### config.mk
export PLATFORM = sky130hd
export DESIGN_NAME = intr_frontend
export DESIGN_NICKNAME = d
export VERILOG_FILES = /design/src/rtl/intr_pkg.sv /design/src/rtl/irq_sync.sv /design/src/rtl/irq_ctrl.sv /design/src/rtl/npc_mux.sv /design/src/rtl/intr_frontend.sv
export SDC_FILE = /design/constraint.sdc
export NUM_CORES = 1
export LEC_CHECK = 0
export BUFFER_PORTS_ARGS = -buffer_cell sky130_fd_sc_hd__clkbuf_2
export CORE_UTILIZATION = 35
export CTS_CLUSTER_SIZE = 40
export DETAILED_ROUTE_END_ITERATION = 12
export GPL_TIMING_DRIVEN = 0
export PLACE_DENSITY = 0.89
export REMOVE_ABC_BUFFERS = 1
export SETUP_SLACK_MARGIN = 0.3
export SLEW_MARGIN = 20
export SYNTH_ARGS = -nofsm -noshare
export SYNTH_HDL_FRONTEND = slang
export SYNTH_SLANG_ARGS = --single-unit
### constraint.sdc
create_clock -name clk -period 1.6 [get_ports clk]
set_input_delay 0 -clock clk [delete_from_list [all_inputs] [get_ports clk]]
set_output_delay 0 -clock clk [all_outputs]
set_load 0.01 [all_outputs]
### src/rtl/intr_pkg.sv
package intr_pkg;
  typedef enum logic [1:0] {
    SRC_INCR    = 2'd0,
    SRC_JUMP    = 2'd1,
    SRC_REG     = 2'd2,
    SRC_SYSCALL = 2'd3
  } pc_src_e;
endpackage

### src/rtl/irq_sync.sv
module irq_sync #(
  parameter int STAGES = 1
) (
  input  logic clk,
  input  logic rst,
  input  logic d,
  output logic q
);
  logic [STAGES-1:0] chain;

  generate
    if (STAGES == 1) begin : g_one
      always_ff @(posedge clk) begin
        if (rst) chain <= '0;
        else     chain <= d;
      end
    end else begin : g_many
      always_ff @(posedge clk) begin
        if (rst) chain <= '0;
        else     chain <= {chain[STAGES-2:0], d};
      end
    end
  endgenerate

  assign q = chain[STAGES-1];
endmodule

### src/rtl/irq_ctrl.sv
module irq_ctrl (
  input  logic clk,
  input  logic rst,
  input  logic req_s,
  input  logic int_enable,
  input  logic int_disable,
  output logic ack,
  output logic alert
);
  logic mask;
  logic take;

  // accept only an open, fresh request
  assign take = req_s && !mask && !ack;

  always_ff @(posedge clk) begin
    if (rst) begin
      ack   <= 1'b0;
      alert <= 1'b0;
      mask  <= 1'b1;
    end else begin
      alert <= take;
      if (take)        ack <= 1'b1;
      else if (!req_s) ack <= 1'b0;
      if (take || int_disable) mask <= 1'b1;
      else if (int_enable)     mask <= 1'b0;
    end
  end

  assert_alert_pulse_R4: assert property (@(posedge clk) disable iff (rst)
    alert |=> !alert);
  assert_alert_with_ack_R3: assert property (@(posedge clk) disable iff (rst)
    alert |-> ack);
  assert_mask_on_accept_R5: assert property (@(posedge clk) disable iff (rst)
    alert |-> mask);
  assert_disable_wins_R7: assert property (@(posedge clk) disable iff (rst)
    int_disable |=> mask);
  assert_ack_hold_R6: assert property (@(posedge clk) disable iff (rst)
    (ack && req_s) |=> ack);
  assert_masked_ignored_R2: assert property (@(posedge clk) disable iff (rst)
    (mask && !ack) |=> !ack);
endmodule

### src/rtl/npc_mux.sv
module npc_mux
  import intr_pkg::*;
#(
  parameter int           PC_W         = 32,
  parameter logic [PC_W-1:0] HANDLER_ADDR = 32'h0000_0180,
  parameter logic [PC_W-1:0] SYSCALL_ADDR = 32'h0000_0080
) (
  input  logic            alert,
  input  logic [1:0]      src,
  input  logic [PC_W-1:0] pc_incr,
  input  logic [PC_W-1:0] jump_tgt,
  input  logic [PC_W-1:0] reg_tgt,
  output logic [PC_W-1:0] next_pc
);
  always_comb begin
    if (alert) next_pc = HANDLER_ADDR;
    else begin
      unique case (pc_src_e'(src))
        SRC_INCR:    next_pc = pc_incr;
        SRC_JUMP:    next_pc = jump_tgt;
        SRC_REG:     next_pc = reg_tgt;
        SRC_SYSCALL: next_pc = SYSCALL_ADDR;
        default:     next_pc = pc_incr;
      endcase
    end
  end
endmodule

### src/rtl/intr_frontend.sv
module intr_frontend #(
  parameter int              PC_W         = 32,
  parameter int              SYNC_STAGES  = 1,
  parameter logic [PC_W-1:0] HANDLER_ADDR = 32'h0000_0180,
  parameter logic [PC_W-1:0] SYSCALL_ADDR = 32'h0000_0080
) (
  input  logic            clk,
  input  logic            rst,
  input  logic            irq_req,
  input  logic            int_enable,
  input  logic            int_disable,
  input  logic [1:0]      pc_src,
  input  logic [PC_W-1:0] pc_incr,
  input  logic [PC_W-1:0] jump_tgt,
  input  logic [PC_W-1:0] reg_tgt,
  output logic            irq_ack,
  output logic            irq_alert,
  output logic [PC_W-1:0] next_pc
);
  logic req_s;

  irq_sync #(.STAGES(SYNC_STAGES)) u_sync (
    .clk(clk), .rst(rst), .d(irq_req), .q(req_s)
  );

  irq_ctrl u_ctrl (
    .clk(clk), .rst(rst), .req_s(req_s),
    .int_enable(int_enable), .int_disable(int_disable),
    .ack(irq_ack), .alert(irq_alert)
  );

  npc_mux #(
    .PC_W(PC_W), .HANDLER_ADDR(HANDLER_ADDR), .SYSCALL_ADDR(SYSCALL_ADDR)
  ) u_mux (
    .alert(irq_alert), .src(pc_src), .pc_incr(pc_incr),
    .jump_tgt(jump_tgt), .reg_tgt(reg_tgt), .next_pc(next_pc)
  );

  assert_reset_quiet_R1: assert property (@(posedge clk)
    rst |=> (!irq_ack && !irq_alert));
  assert_handler_pc_R8: assert property (@(posedge clk) disable iff (rst)
    $rose(irq_alert) |-> (next_pc == HANDLER_ADDR));
endmodule

==> Yosys cells after proc, flatten, opt, wreduce, memory -nomap -nowiden <==
Cells that the tools add are included.
{ "word_totals": {"regBits": 4, "in_bits": 103, "out_inout_bits": 34, "wordCells": 19} }
{ "op_classes": {"n_eq_ne": 4, "mux": 4, "n_reduce_logical": 7} }
{ "op_table": {"columns": ["op", "count"], "rows": [
  ["32-bit case mux with 4 select lines", 1],
  ["32-bit 2-to-1 mux", 1],
  ["2-bit equality test (second input constant)", 2],
  ["2-bit by 1-bit equality test with 1-bit output (second input constant)", 1],
  ["1-bit logical AND", 2],
  ["1-bit logical NOT", 2],
  ["2-bit logical NOT", 1],
  ["1-bit 2-to-1 mux", 2],
  ["2-bit by 1-bit != test with 1-bit output (second input constant)", 1],
  ["2-bit OR reduction", 1],
  ["1-bit logical OR", 1]
]} }

==> Longest topological paths before layout <==
Gate-level depths: netlist of run 1.
{ "depth": {"word_depth": 5, "depth_mapped": 5} }

==> Cells and area by module <==
A second synthesis of run 1 with hierarchy kept.
{ "unflattened": {"cells_unflattened": 161, "hier_area_um2": 1415.1} }
{ "by_module_without_submodules": {"columns": ["module", "n_inst", "cells_each", "area_each_um2", "seq_area_each_um2"], "rows": [
  ["npc_mux", 1, 149, 1280.0, 0.0],
  ["irq_ctrl", 1, 10, 101.3, 60.1],
  ["irq_sync", 1, 2, 33.8, 20.0]
]} }

==> Worst setup path before layout of run 1 <==
Ideal clock, no wire load.
{ "synth_path": {"path_type": "reg2out", "startpoint": "reg u_ctrl.alert", "endpoint": "out next_pc[19]", "arrival_time_ns": 1.019, "required_ns": 1.600, "slack_ns": 0.581, "stages_incl_launch_ff": 4, "path_buffers": 2, "cell_sequence": "dfxtp_1 > clkbuf_1 > clkbuf_1 > a211oi_1"} }
{ "synth_between": {"elab_chain_cells": 1} }
{ "synth_rtl": {"columns": ["item", "line", "text"], "rows": [
  ["start, declared", "irq_ctrl.sv:8", "output logic alert"],
  ["start signal, assigned", "irq_ctrl.sv:22", "alert <= take;"],
  ["32-bit 2-to-1 mux", "npc_mux.sv:16", "if (alert) next_pc = HANDLER_ADDR;"],
  ["end, declared", "intr_frontend.sv:18", "output logic [PC_W-1:0] next_pc"]
]} }
Every way passes these cells.

==> Final worst setup path of run 1 <==
{ "layout_path": {"startpoint": "reg u_ctrl.alert", "endpoint": "out next_pc[9]"} }
Same word-level chain as after synthesis.

==> results of run 1 <==
==> metrics by stage <==
stage                     hold slack [ns]  TNS, ns  area [um^2]
after global placement             0.1903   -7.174         1735
final                             0.08975        0         1829
after CTS                         0.09942        0         1802
after global routing               0.1107        0         1829
after detailed placement           0.1960   -7.220         1739
after floorplan                   0.05958        0        999.7
==> worst register-to-register path: stages (launching register included) <==
cell and delay [ns]:
dfxtp_1 0.35, inv_1 0.07, a21oi_1 0.15, o21ai_0 0.08
==> sequential cells by signal (all words and copies together) (netlist names) <==
signal,count
u_ctrl.ack,1
u_ctrl.alert,1
u_ctrl.mask,1
u_sync.q,1
==> synth_stat cells (all sizes together) <==
master	n	area share, %
nor4	1	0.53
dfxtp	4	6.8
nor2b	22	12
nand2b	1	0.53
mux2i	2	1.7
inv	2	0.63
a211oi	42	31
nand3b	9	5.7
nor3	1	0.42
clkbuf	5	1.6
o21ai	2	0.84
nor2	2	0.63
mux2	9	8.6
buf	15	14
a21oi	12	5.1
a31oi	1	0.53
and2	1	0.53
nand2	30	9.5
==> worst min-delay path by stage <==
| stage | startpoint | to | slack, ns |
|---|---|---|---|
| finish | int_enable | u_ctrl.mask$_SDFFE_PP1P_ | 0.09 |
| global route | int_enable | u_ctrl.mask$_SDFFE_PP1P_ | 0.11 |
| CTS | int_enable | u_ctrl.mask$_SDFFE_PP1P_ | 0.1 |
| detailed placement | rst | u_sync.q$_SDFF_PP0_ | 0.20 |
| global placement | rst | u_sync.q$_SDFF_PP0_ | 0.19 |
| floorplan | pc_src[0] | next_pc[21] | 0.06 |
==> power groups by stage <==
stage	Sequential, mW	Clock, mW	Combinational (mW)
after floorplan	0.109	0	0.199
after global placement	0.110	0	0.435
after detailed placement	0.110	0	0.448
after CTS	0.107	0.129	0.457
after global routing	0.106	0.137	0.507
final	0.106	0.125	0.460
==> cell type report <==
class,count,area [um^2]
well taps,44,55.05
flip-flops and latches,4,83.83
multi-input cells,135,918.4
clock buffers,3,22.52
inverters,2,15.01
repair buffers,140,734.5
fillers,305,1299
==> routing by layer <==
layer / track usage (%) / vias to the layer above / wire length (um)
met2: 41.92 / 87 / 2119
met1: 18.12 / 748 / 1615
li1: - / 840 / -
met3: 4.113 / 8 / 332
met5: 0 / - / 0
met4: 4.983 / 0 / 44
==> what timing repair did <==
action	4_1_cts	5_1_grt
hold endpoints to repair	2	0
gates resized for setup	4	5
hold buffers	3	0
setup buffers	0	1
setup endpoints to repair	32	31
==> cells by family (layout without fill, tap and decap cells) <==
group,count (synthesis),after routing
buf+inv,22,145
compound gates,57,57
flops,4,4
mux,11,11
simple gates,67,67
==> metrics, run 1 <==
post-synthesis simple-gate area fraction=29.46%; MaxCap Viol Count=0; clock sink total=4; CP max FO=18; core area=3128 um^2; Comb pwr share=66.6%; cell area power density=377.9 nW/um^2; Leakage Power=0.9101 nW; CTS clk-pin slew, worst paths=0.04 ns; clock network power share=18.1%; fin nets=389; synthesized area=1185 um^2; total design power=0.6912 mW; DR WL/cell=12.53 um; YS warnings=0; worst min-delay path class=in -> reg; fin. max-slew vios=0; largest net degree at the start of global routing=65; Layout area overhead=54.38%; WHS Path Cells=3; Synth Area per Inst=7.360 um^2; Final Hold Vio Count=0; 1st-iter DRT viols=108; Placed Cells incl. Taps=321; total track usage=19.72%; Die Ht=60.19 um; setup slack, reg-to-reg=0.83 ns; diode count=0; Slowest-stage cell, CP=dfxtp_4; # port buffers=136; most common cell after layout, fill and taps aside=clkbuf_2; status=complete, no violations; Crit path max-delay family=flip-flops; fin crit share=74.64%; P_sw=0.2644 mW; CTS buffer count=3; crit path DAT=1.19 ns; GRT overflow=0; most frequent cells in the layout=clkbuf_2, a211oi_1, nand2_1; first-pass GRT wire length=5595 um; Clock Skew=0.001937 ns; ratio of cells with drive above 1 in the final layout=57.04%; Cell Int Power=0.4268 mW; routed wire length=4111 um; Skew-Pair Late Insertion Delay=0.23 ns; Synth cell types=24; clk buf depth=2; Crit Path Class=reg -> out; vias in the first global route=1,452; f_max=0.8374 GHz; min cycle time layout=1.194 ns; Post-Synth Adder-Cell Area=0%; crit path launch type=flip-flop; DRT Pass-1 Iters=4; final setup margin=0.4058 ns; Initial Utilization=37.88%; worst vdd ir=458.5 uV; Post-route DRC=0; Worst setup endpoint=next_pc[9]; Setup WS pre-CTS=-0.3128 ns; Critical Path Max Stage Delay=0.41 ns; mux cell area share after synthesis=10.24%; Synth Register Bits=4; Via density=5.131; Worst Setup SP=u_ctrl.alert$_SDFF_PP0_; vias=1,683; Reg2Reg Depth=3; Required @ worst endpoint=1.60 ns; Worst-Margin Slew=0.5890 ns; Synth Area in Compound Gates=37.28%; CTS root buffer=clkbuf_4; total I/O pin count=137; Final setup viols=0; die area=3622 um^2; CTS H-tree depth=1; gp weighted congestion=0.6743; Sw Share=38.26%; largest family of logic cells by synthesized area=compound AO/OA/AOI/OAI gates; FF-to-FF Start=u_ctrl.ack$_SDFFE_PP0P_; Bufs and invs on worst path=2; CP cell instances=buf_8, a211oi_1, clkbuf_2; RR Endpoint=u_ctrl.mask$_SDFFE_PP1P_; sequential power share=15.3%; DPL Wire Length=2861 um; Die W=60.19 um; final core occ=58.48%; CP Depth=3; sequential share of the synthesized area=6.758%; Antenna Nets Post-Route=0; CTS tree=done; antenna violations before repair=0; XOR/XNOR share of the synthesized area=0%; # rows=20; post-synthesis cell count=161; RSZ-0062 raised after global routing=false; Post-Layout Cell Count=328; CP Capture Type=output port; slew margin rel.=60.73%
Power figures use the tool's default switching activity.
==> inputs of run 2 (changes only) <==
--- a/config.mk
+++ b/config.mk
@@ -5,12 +5,13 @@
 export SDC_FILE = /design/constraint.sdc
 export NUM_CORES = 1
 export LEC_CHECK = 0
+export ABC_AREA = 1
 export BUFFER_PORTS_ARGS = -buffer_cell sky130_fd_sc_hd__clkbuf_2
-export CORE_UTILIZATION = 35
+export CORE_UTILIZATION = 33
 export CTS_CLUSTER_SIZE = 40
 export DETAILED_ROUTE_END_ITERATION = 12
 export GPL_TIMING_DRIVEN = 0
-export PLACE_DENSITY = 0.89
+export PLACE_DENSITY = 0.86
 export REMOVE_ABC_BUFFERS = 1
 export SETUP_SLACK_MARGIN = 0.3
 export SLEW_MARGIN = 20
==> constraint.sdc (replaced) <==
create_clock -name clk -period 1.2 [get_ports clk]
set_input_delay 0 -clock clk [delete_from_list [all_inputs] [get_ports clk]]
set_output_delay 0 -clock clk [all_outputs]
set_load 0.01 [all_outputs]
==> run 2 against run 1 <==
- synthesized cell count up 40%
- critical path depth up 2
- via count up 18%
- power up 49%
- clock skew up 0.0030 ns
- wire length up 21%
- sequential power up 31%
- synthesized area down 5.2%
==> metrics, run 2 <==
status=complete, no violations; Clock Skew=0.004971 ns; GRT overflow=0; largest net degree at the start of global routing=38; Sw Share=41.58%; Comb pwr share=70.5%; sequential power share=13.5%; sequential share of the synthesized area=7.127%; Leakage Power=1.306 nW; f_max=0.9140 GHz; DRT Pass-1 Iters=4; Yosys top cell by area=nand3_1; worst min-delay path class=in -> out; total track usage=25.48%; final instance area=2044 um^2; fin. max-slew vios=0; CP Capture Type=output port; total I/O pin count=137; YS warnings=0; Placed Cells incl. Taps=386; Synth cell types=13; Post-synth top flop=dfxtp_1; asr flop ratio synth=0%; MaxCap Viol Count=0; Post-Layout Cell Count=404; Bufs and invs on worst path=4; Die Ht=60.35 um; min cycle time layout=1.094 ns; CTS buffer count=3; CP cell instances=clkinvlp_4, buf_6, nand2_2, inv_2, buf_2; slew margin rel.=78.55%; routed wire length=4954 um; CTS root buffer=clkbuf_4; core area=3153 um^2; diode count=0; Die W=60.35 um; first-pass GRT wire length=7113 um; Required @ worst endpoint=1.20 ns; CTS tree=done; Post-route DRC=0; Reg2Reg Depth=3; most frequent cells in the layout=clkbuf_2, nand3_1, nand2_1; FF-to-FF Start=u_ctrl.ack$_SDFFE_PP0P_; vias in the first global route=1,697; fin crit share=91.17%; Layout area overhead=81.96%; RR Endpoint=u_ctrl.mask$_SDFFE_PP1P_; synthesized area=1124 um^2; die area=3642 um^2; setup slack, reg-to-reg=0.50 ns; Via density=4.906; Synth area leaders=nand3_1, nand2_1, inv_1; area share of the largest cell type after synthesis=41.43%; Antenna Nets Post-Route=0; Final Hold Vio Count=0; Critical Path Max Stage Delay=0.37 ns; clock network power share=16.0%; 1st-iter DRT viols=135; hold_sp=pc_incr[7]; Initial Utilization=35.63%; RSZ-0062 raised after global routing=true; top cells by count, synth=nand3_1, nand2_1, inv_1, buf_2, buf_4; Final setup viols=0; DR WL/cell=12.26 um; gp weighted congestion=0.6779; CTS clk-pin slew, worst paths=0.03 ns; crit path launch type=flip-flop; CP max FO=6; Setup WS pre-CTS=-0.3969 ns; DPL Wire Length=2992 um; # rows=20; ratio of cells with drive above 1 in the final layout=50.00%; worst vdd ir=738.2 uV; clock sink total=4; antenna violations before repair=0; post-synthesis cell count=226; WHS Endpoint=next_pc[7]; vias=1,982; Worst-Margin Slew=0.3217 ns; Skew-Pair Late Insertion Delay=0.23 ns; most common cell after layout, fill and taps aside=clkbuf_2; clk buf depth=2; DP Area=1717 um^2; # port buffers=136; total design power=1.027 mW; EDFF count, synth=0; Synth Area per Inst=4.972 um^2; crit path DAT=1.09 ns; Slowest-stage cell, CP=dfxtp_4; fin nets=465; cell area power density=502.5 nW/um^2; most common cell in the netlist=nand3_1; Synth Register Bits=4; CTS H-tree depth=1; Cell Int Power=0.6002 mW; P_sw=0.4272 mW; WHS Path Cells=4; final setup margin=0.1060 ns; Crit path max-delay family=buffers and inverters; Crit Path Class=reg -> out
==> run 2: changes by cell type after synthesis, sizes merged, moves of 5 or more <==
cell,delta
a211oi,-42
nand2,+31
nor2b,-22
buf,+5
nand3,+93
a21oi,-9
clkbuf,-5
nand3b,-9
nor2,+5
mux2,-9
inv,+33
==> run 2: worst max path at each step <==
stage,startpoint,end,cells past startpoint
after floorplan,u_ctrl.alert$_SDFF_PP0_,next_pc[0],3
after global placement,pc_src[1],next_pc[29],7
after detailed placement,pc_src[0],next_pc[6],7
after CTS,u_ctrl.alert$_SDFF_PP0_,next_pc[15],5
after global routing,u_ctrl.alert$_SDFF_PP0_,next_pc[16],5
final,u_ctrl.alert$_SDFF_PP0_,next_pc[21],5
==> run 2: layer usage <==
layer	track usage (%)	part of all wire, %
met1	29.10	39
met2	48.51	53
met3	2.559	7.0
met4	8.970	0.32
met5	0	0
==> run 2: final cells by class <==
type | instances | area, um^2
fill | 308 | 1109
timing repair buffer | 148 | 878.3
multi-input combinational | 169 | 847.1
inverter | 35 | 150.1
sequential | 4 | 83.83
tap | 44 | 55.05
clock buffer | 3 | 22.52
timing repair inverter | 1 | 7.507
==> run 2: metrics by stage <==
| stage | util [%] | hold WS, ns | setup TNS [ns] |
|---|---|---|---|
| after floorplan | - | 0.07118 | 0 |
| after global placement | 54.44 | 0.1963 | -11.73 |
| after detailed placement | 54.44 | 0.2018 | -11.43 |
| after CTS | 62.26 | 0.3234 | 0 |
| after global routing | 64.84 | 0.3654 | 0 |
| final | 64.84 | 0.3204 | 0 |
==> run 2: logic make-up (layout without fill, tap and decap cells) <==
logic type,Yosys count,after routing,share of synthesized area (%)
buffers and inverters,55,187,24.39
DFF,4,4,7.127
AOI/OAI and AO/OA,6,6,2.895
and+or+nand+nor,161,163,65.59
==> run 2: power groups by stage <==
stage          clock network (mW)  registers (mW)  logic [mW]
3_5_place_dp                    0           0.142       0.594
2_1_floorplan                   0           0.142       0.266
6_report                    0.164           0.139       0.724
5_1_grt                     0.186           0.139       0.801
4_1_cts                     0.175           0.139       0.660
3_3_place_gp                    0           0.142       0.587
==> run 2: repair_timing <==
action | 4_1_cts | 5_1_grt
endpoints found under the hold margin | 4 | 0
gates cloned | 3 | 0
resized for setup | 29 | 38
setup buffers | 8 | 0
hold buffers | 4 | 0
pin swaps | 17 | 0
endpoints found under the setup margin | 32 | 32
==> run 2: worst register-to-register path, stage by stage (launching register included) <==
cell	delay, ns
dfxtp_1	0.34
nor2_1	0.06
nand2_1	0.07
o211ai_1	0.09
